**src/rtl/pbg_pkg.sv**
```systemverilog
package pbg_pkg;
   localparam int BIT_OUT = 0;
   localparam int BIT_IN  = 1;
   localparam int BIT_OE  = 2;
   localparam int BYTE_W  = 8;
   typedef logic [BYTE_W-1:0] ctl_byte_t;
endpackage

```
**src/rtl/pbg_pin_cell.sv**
```systemverilog
module pbg_pin_cell
   import pbg_pkg::*;
#(
   parameter ctl_byte_t RST_BYTE = '0
) (
   input  logic      clk,
   input  logic      rst_n,
   input  logic      wr_hit,
   input  ctl_byte_t wdata,
   input  logic      ev,
   input  logic      ev_val,
   input  logic      force_hi,
   input  logic      force_lo,
   output ctl_byte_t q,
   output logic      conflict
);
   ctl_byte_t d;

   always_comb begin
      d = q;
      if (wr_hit) begin
         d = wdata;
         d[BIT_IN] = wdata[BIT_OE] ? wdata[BIT_OUT] : q[BIT_IN];
      end
      if (force_hi)      d[BIT_IN] = 1'b1;
      else if (force_lo) d[BIT_IN] = 1'b0;
      else if (ev)       d[BIT_IN] = ev_val;
   end

   always_ff @(posedge clk or negedge rst_n) begin
      if (!rst_n) q <= RST_BYTE;
      else        q <= d;
   end

   assign conflict = ev & q[BIT_OE];

   assert_loopback_R2: assert property (@(posedge clk) disable iff (!rst_n)
      (wr_hit && wdata[BIT_OE] && !ev && !force_hi && !force_lo)
      |=> (q[BIT_IN] == $past(wdata[BIT_OUT])));
endmodule

```
**src/rtl/pbg_irq_map.sv**
```systemverilog
module pbg_irq_map #(
   parameter int NUM_IRQ   = 10,
   parameter int LOW_PIN   = 1,
   parameter int PULSE_PIN = 9
) (
   input  logic               low_in,
   input  logic               pulse_in,
   output logic [NUM_IRQ-1:0] irq
);
   for (genvar i = 0; i < NUM_IRQ; i++) begin : g_line
      if (i == LOW_PIN) begin : g_low
         assign irq[i] = ~low_in;
      end else if (i == PULSE_PIN) begin : g_pulse
         assign irq[i] = pulse_in;
      end else begin : g_idle
         assign irq[i] = 1'b0;
      end
   end
endmodule

```
**src/rtl/pbg_read_port.sv**
```systemverilog
module pbg_read_port
   import pbg_pkg::*;
#(
   parameter int NUM_PINS   = 36,
   parameter int NUM_LEVELS = 8,
   parameter int ADDR_W     = 6
) (
   input  logic                       clk,
   input  logic                       rst_n,
   input  logic                       rd,
   input  logic [ADDR_W-1:0]          addr,
   input  logic [NUM_PINS*BYTE_W-1:0] bytes_flat,
   output ctl_byte_t                  rdata
);
   ctl_byte_t rd_next;

   // level bytes and undecoded offsets fall through to zero
   always_comb begin
      rd_next = '0;
      for (int p = 0; p < NUM_PINS; p++) begin
         if (addr == ADDR_W'(p + NUM_LEVELS)) rd_next = bytes_flat[p*BYTE_W +: BYTE_W];
      end
   end

   always_ff @(posedge clk or negedge rst_n) begin
      if (!rst_n)  rdata <= '0;
      else if (rd) rdata <= rd_next;
   end
endmodule

```
**src/rtl/pbg_gpio_top.sv**
```systemverilog
module pbg_gpio_top
   import pbg_pkg::*;
#(
   parameter int NUM_PINS   = 36,
   parameter int NUM_LEVELS = 8,
   parameter int ADDR_W     = 6,
   parameter int NUM_IRQ    = 10,
   parameter int LOW_PIN    = 1,
   parameter int PULSE_PIN  = 9
) (
   input  logic                clk,
   input  logic                rst_n,
   input  logic [ADDR_W-1:0]   bus_addr,
   input  logic                bus_wr,
   input  logic [7:0]          bus_wdata,
   input  logic                bus_rd,
   output logic [7:0]          bus_rdata,
   input  logic [NUM_PINS-1:0] ext_pin,
   input  logic                pulse_req,
   output logic [NUM_IRQ-1:0]  irq_out,
   output logic                drive_conflict
);
   localparam logic [NUM_PINS-1:0] PINQ_RST  = NUM_PINS'(1) << LOW_PIN;
   localparam logic [NUM_IRQ-1:0]  USED_MASK = (NUM_IRQ'(1) << LOW_PIN) | (NUM_IRQ'(1) << PULSE_PIN);

   if (NUM_PINS + NUM_LEVELS > (1 << ADDR_W)) begin : g_chk_addr
      $error("address width too small for level and pin bytes");
   end
   if (LOW_PIN >= NUM_IRQ || PULSE_PIN >= NUM_IRQ || NUM_IRQ > NUM_PINS || LOW_PIN == PULSE_PIN) begin : g_chk_irq
      $error("interrupt pin selection out of range");
   end

   logic [NUM_PINS-1:0]        pin_q;
   logic [NUM_PINS-1:0]        ev;
   logic [NUM_PINS-1:0]        conflict;
   logic [NUM_PINS*BYTE_W-1:0] bytes_flat;
   logic                       pend_q;
   logic                       pulse_fire;
   logic                       flag_q;

   assign ev         = ext_pin ^ pin_q;
   assign pulse_fire = pulse_req & ~pend_q;

   always_ff @(posedge clk or negedge rst_n) begin
      if (!rst_n) begin
         pin_q  <= PINQ_RST;
         pend_q <= 1'b0;
         flag_q <= 1'b0;
      end else begin
         pin_q  <= ext_pin;
         pend_q <= pulse_fire;
         flag_q <= flag_q | (|conflict);
      end
   end

   for (genvar p = 0; p < NUM_PINS; p++) begin : g_pin
      logic fhi, flo;
      if (p == PULSE_PIN) begin : g_pulse
         assign fhi = pulse_fire;
         assign flo = pend_q;
      end else begin : g_plain
         assign fhi = 1'b0;
         assign flo = 1'b0;
      end
      pbg_pin_cell #(
         .RST_BYTE((p == LOW_PIN) ? ctl_byte_t'(8'h02) : ctl_byte_t'(8'h00))
      ) i_cell (
         .clk      (clk),
         .rst_n    (rst_n),
         .wr_hit   (bus_wr && (bus_addr == ADDR_W'(p + NUM_LEVELS))),
         .wdata    (bus_wdata),
         .ev       (ev[p]),
         .ev_val   (ext_pin[p]),
         .force_hi (fhi),
         .force_lo (flo),
         .q        (bytes_flat[p*BYTE_W +: BYTE_W]),
         .conflict (conflict[p])
      );
   end

   pbg_irq_map #(
      .NUM_IRQ   (NUM_IRQ),
      .LOW_PIN   (LOW_PIN),
      .PULSE_PIN (PULSE_PIN)
   ) i_irq (
      .low_in   (bytes_flat[LOW_PIN*BYTE_W + BIT_IN]),
      .pulse_in (bytes_flat[PULSE_PIN*BYTE_W + BIT_IN]),
      .irq      (irq_out)
   );

   pbg_read_port #(
      .NUM_PINS   (NUM_PINS),
      .NUM_LEVELS (NUM_LEVELS),
      .ADDR_W     (ADDR_W)
   ) i_rd (
      .clk        (clk),
      .rst_n      (rst_n),
      .rd         (bus_rd),
      .addr       (bus_addr),
      .bytes_flat (bytes_flat),
      .rdata      (bus_rdata)
   );

   assign drive_conflict = flag_q;

   assert_low_level_R7: assert property (@(posedge clk) disable iff (!rst_n)
      ev[LOW_PIN] |=> (irq_out[LOW_PIN] == !$past(ext_pin[LOW_PIN])));
   assert_pulse_rise_R9: assert property (@(posedge clk) disable iff (!rst_n)
      (pulse_req && !pend_q) |=> irq_out[PULSE_PIN]);
   assert_pulse_fall_R9: assert property (@(posedge clk) disable iff (!rst_n)
      pend_q |=> !irq_out[PULSE_PIN]);
   assert_unused_quiet_R11: assert property (@(posedge clk) disable iff (!rst_n)
      (irq_out & ~USED_MASK) == '0);
   assert_flag_sticky_R12: assert property (@(posedge clk) disable iff (!rst_n)
      drive_conflict |=> drive_conflict);
   assert_rdata_hold_R6: assert property (@(posedge clk) disable iff (!rst_n)
      !bus_rd |=> $stable(bus_rdata));
endmodule

```
**config.mk**
```make
export PLATFORM = sky130hd
export DESIGN_NAME = pbg_gpio_top
export DESIGN_NICKNAME = d
export VERILOG_FILES = /design/src/rtl/pbg_pkg.sv /design/src/rtl/pbg_pin_cell.sv /design/src/rtl/pbg_irq_map.sv /design/src/rtl/pbg_read_port.sv /design/src/rtl/pbg_gpio_top.sv
export SDC_FILE = /design/constraint.sdc
export NUM_CORES = 1
export LEC_CHECK = 0
export ABC_CLOCK_PERIOD_IN_PS = 2400
export BUFFER_PORTS_ARGS = -buffer_cell sky130_fd_sc_hd__buf_2
export CORE_ASPECT_RATIO = 0.7
export CORE_MARGIN = 2
export CORE_UTILIZATION = 50
export CTS_CLUSTER_DIAMETER = 60
export DETAILED_ROUTE_END_ITERATION = 10
export PLACE_DENSITY = 0.68
export SYNTH_ARGS = -nofsm -noshare
export SYNTH_HDL_FRONTEND = slang
export SYNTH_SLANG_ARGS = --single-unit
```
**constraint.sdc**
```tcl
create_clock -name clk -period 2.4 [get_ports clk]
set_input_delay 0.24 -clock clk [delete_from_list [all_inputs] [get_ports clk]]
set_output_delay 0.24 -clock clk [all_outputs]
set_load 0.05 [all_outputs]
```
==> metrics.cfg <==
[outcome]
status=completed

[die]
initial_core_util=0.508
dieWidth_um=225
num_rows=56
core_area_um2=33600
pin_count=74
fp.dieH_um=159
die_area_um2=35600

[synthesis]
synthSimpleGateAreaFrac=0.105
avgSynthCellArea_um2=11.5
synthMuxAreaShare=0.215
synth-seq-cells=334
yosys_warnings=0
synthCells=1477
synth-main-ff-cell=dfrtp_1
async_flop_share=1.00
synth_area_um2=17100
synth_xor_area_frac=0.0144
synth.yosys.seq_area_share=0.490
synth_top_family_by_area=multiplexers
synth_compound_area_frac=0.110
synth.distinct_cells=81
synth_adder_area_share=0.0167
synth_edf_count=0

[worst_setup_path]
critPathLaunchType=flop
path_max_fanout=2
cp.required_ns=2.81
arrival_ns=2.69
crit_type=flop to flop
end_kind=flop

[routing]
drtAntennaViolNets=0
drt_wl_total_um=50300
highest_layer=met4
vias_per_cell=6.15
drc_errors=0
wl_met2_um=22200
drt_iter0_markers=1251
wl_met1_um=21900
route.met3.wl_um=4820
post_drt_wl_per_cell_um=23.9
num_vias=13000
detail_route.first_pass.iterations=5

[sta]
period_minus_slack_ns=2.28
grt_setup_unrepaired=false
slew_violations=0
tightest_slew_ns=0.900
finalCritPeriodShare=0.948
finalHoldViolCount=0
setup_viol=0
holdWs_ns=0.212
max_freq_mhz=439
fin_skew_ns=0.0180
maxSlewHeadroom=0.400

[clock_tree]
clock_latency_ns=0.53
htreeDepth=2
numCtsBuffers=34
cts_root_buf=clkbuf_16
clk_pin_slew_ns=0.06
clkSinkCount=334
cts_buffer_depth=3
tritoncts=built

[pwr]
powerDensity_nw_per_um2=720
total_power_w=0.0145
ir_worst_vdd_v=0.000497
power_leakage_nw=9.40

[global_route]
grt_max_degree=75
grt_overflow=0
grt_pass1_wl_um=77200
grt_pass1_vias=12900
antenna_found_initial=2
grt.total_usage=0.287

[finish]
final_layout_size_suffix_gt1_frac=0.347
finalNonFillerCells=2109
regArea_um2=8360
utilization=0.601
syn_to_final_growth_pct=18.3
multi_input_area_um2=7920
fin_nets=1702
design_area_um2=20200
fillerInstances=2767

[placement]
dp_cells=2008
dp_hpwl_um=35700
place_area_um2=18600
gp_congestion=0.965
port_buffers=64

[hold_path]
hp-class=input port to flop

[flow_run]
drv_cap=0

## synthesized netlist by cell type, types with 6 or more instances
cell type	number	share of area
nand4_1	8	0.0029
dfrtp_1	332	0.49
o211ai_1	10	0.0044
a221oi_1	6	0.0031
nor2_1	52	0.011
nand2b_1	20	0.0073
mux2i_1	45	0.026
a22oi_1	26	0.011
xor2_1	28	0.014
nor3_1	17	0.0050
o22ai_1	20	0.0073
nor2b_1	15	0.0055
inv_1	42	0.0092
a221o_1	6	0.0035
clkbuf_1	40	0.0088
maj3_1	24	0.014
nand3_1	21	0.0062
a21oi_1	49	0.014
nand2_2	6	0.0022
buf_4	30	0.013
o21ai_0	85	0.025
nor2_4	12	0.0079
mux4_2	13	0.017
buf_2	38	0.011
buf_6	7	0.0046
a211oi_1	13	0.0057
mux2_2	254	0.17
a31oi_1	15	0.0055
nand2_1	113	0.025
o221ai_1	11	0.0056
## metrics by stage
step | TNS [ns] | setup slack, ns
finish | 0 | 0.124
floorplan | 0 | 0.417
global placement | -0.0339 | -0.0339
CTS | 0 | 0.160
global route | 0 | 0.0263
detailed placement | -0.0370 | -0.0370
## flip-flops by register name, indices dropped and copies added (netlist names)
register,count
pin_q,36
g_pin.flo,1
g_pin.i_cell.q,288
drive_conflict,1
i_rd.rdata,8
## cells by family after synthesis
family          after synthesis
buf+inv                     163
fa+ha+maj                    28
simple gates                317
mux                         316
other cells                   1
xor+xnor                     28
compound gates              290
flops                       334
## worst max-delay path: stages (launching register included)
cell and delay (ns):
dfrtp_1 0.40, mux2_2 0.29, a22oi_1 0.28, nor3_1 0.09, nor4_1 0.46, o221ai_2 0.26
a221o_1 0.39
## layer usage
layer / up-vias / GRT usage
li1: 5691 / -
met1: 6578 / 0.406
met2: 586 / 0.434
met3: 108 / 0.0760
met4: 0 / 0.0889
met5: - / 0
## power breakdown
part	leakage, nW	switching [W]	internal (W)
Combinational	4.54	0.00117	0.00104
Sequential	4.29	0.000448	0.00631
Clock	0.570	0.00228	0.00325
Total	9.40	0.00391	0.0106
## cell type report
type / instances / share of cell area
Tap cell: 435 / 0.0270
Sequential cell: 334 / 0.415
Clock buffer: 54 / 0.0524
Antenna cell: 2 / 0.000248
Inverter: 43 / 0.00800
Clock inverter: 7 / 0.00478
Timing Repair Buffer: 247 / 0.101
Multi-Input combinational cell: 987 / 0.392
## placed cells by master (no fill, tap or decap), types with 20 or more instances in the layout
cell type      Yosys  final
nand2b_1          20     20
inv_1             42     42
buf_2             38     61
a21oi_1           49     49
dlygate4sd3_1      0     38
clkbuf_16          0     35
o22ai_1           20     20
mux2i_1           45     45
nand3_1           21     21
mux2_2           254    254
xor2_1            28     28
o21ai_0           85     85
dfrtp_1          332    332
a22oi_1           26     26
nor2_1            52     52
maj3_1            24     24
nand2_1          113    113
buf_4             30    129
## worst paths after layout
kind                                  startpoint                    end  slack (ns)  depth (start not counted)
min in group asynchronous                  rst_n  g_pin[35].i_cell.q[5]        0.23                          2
max reg2reg                g_pin[14].i_cell.q[1]          i_rd.rdata[1]        0.12                          6
max                        g_pin[14].i_cell.q[1]          i_rd.rdata[1]        0.12                          6
min                                 bus_wdata[2]  g_pin[30].i_cell.q[2]        0.21                          4
max in group asynchronous                  rst_n   g_pin[1].i_cell.q[1]        1.39                          3
min reg2reg                         g_pin[9].flo           g_pin[9].flo        0.43                          1
## timing repair
item	CTS	global route
hold endpoints to repair	93	0
setup buffers	0	0
endpoints found under the setup margin	0	1
hold buffers	38	0
gates resized for setup	0	1
(Power assumes the default switching activity.)
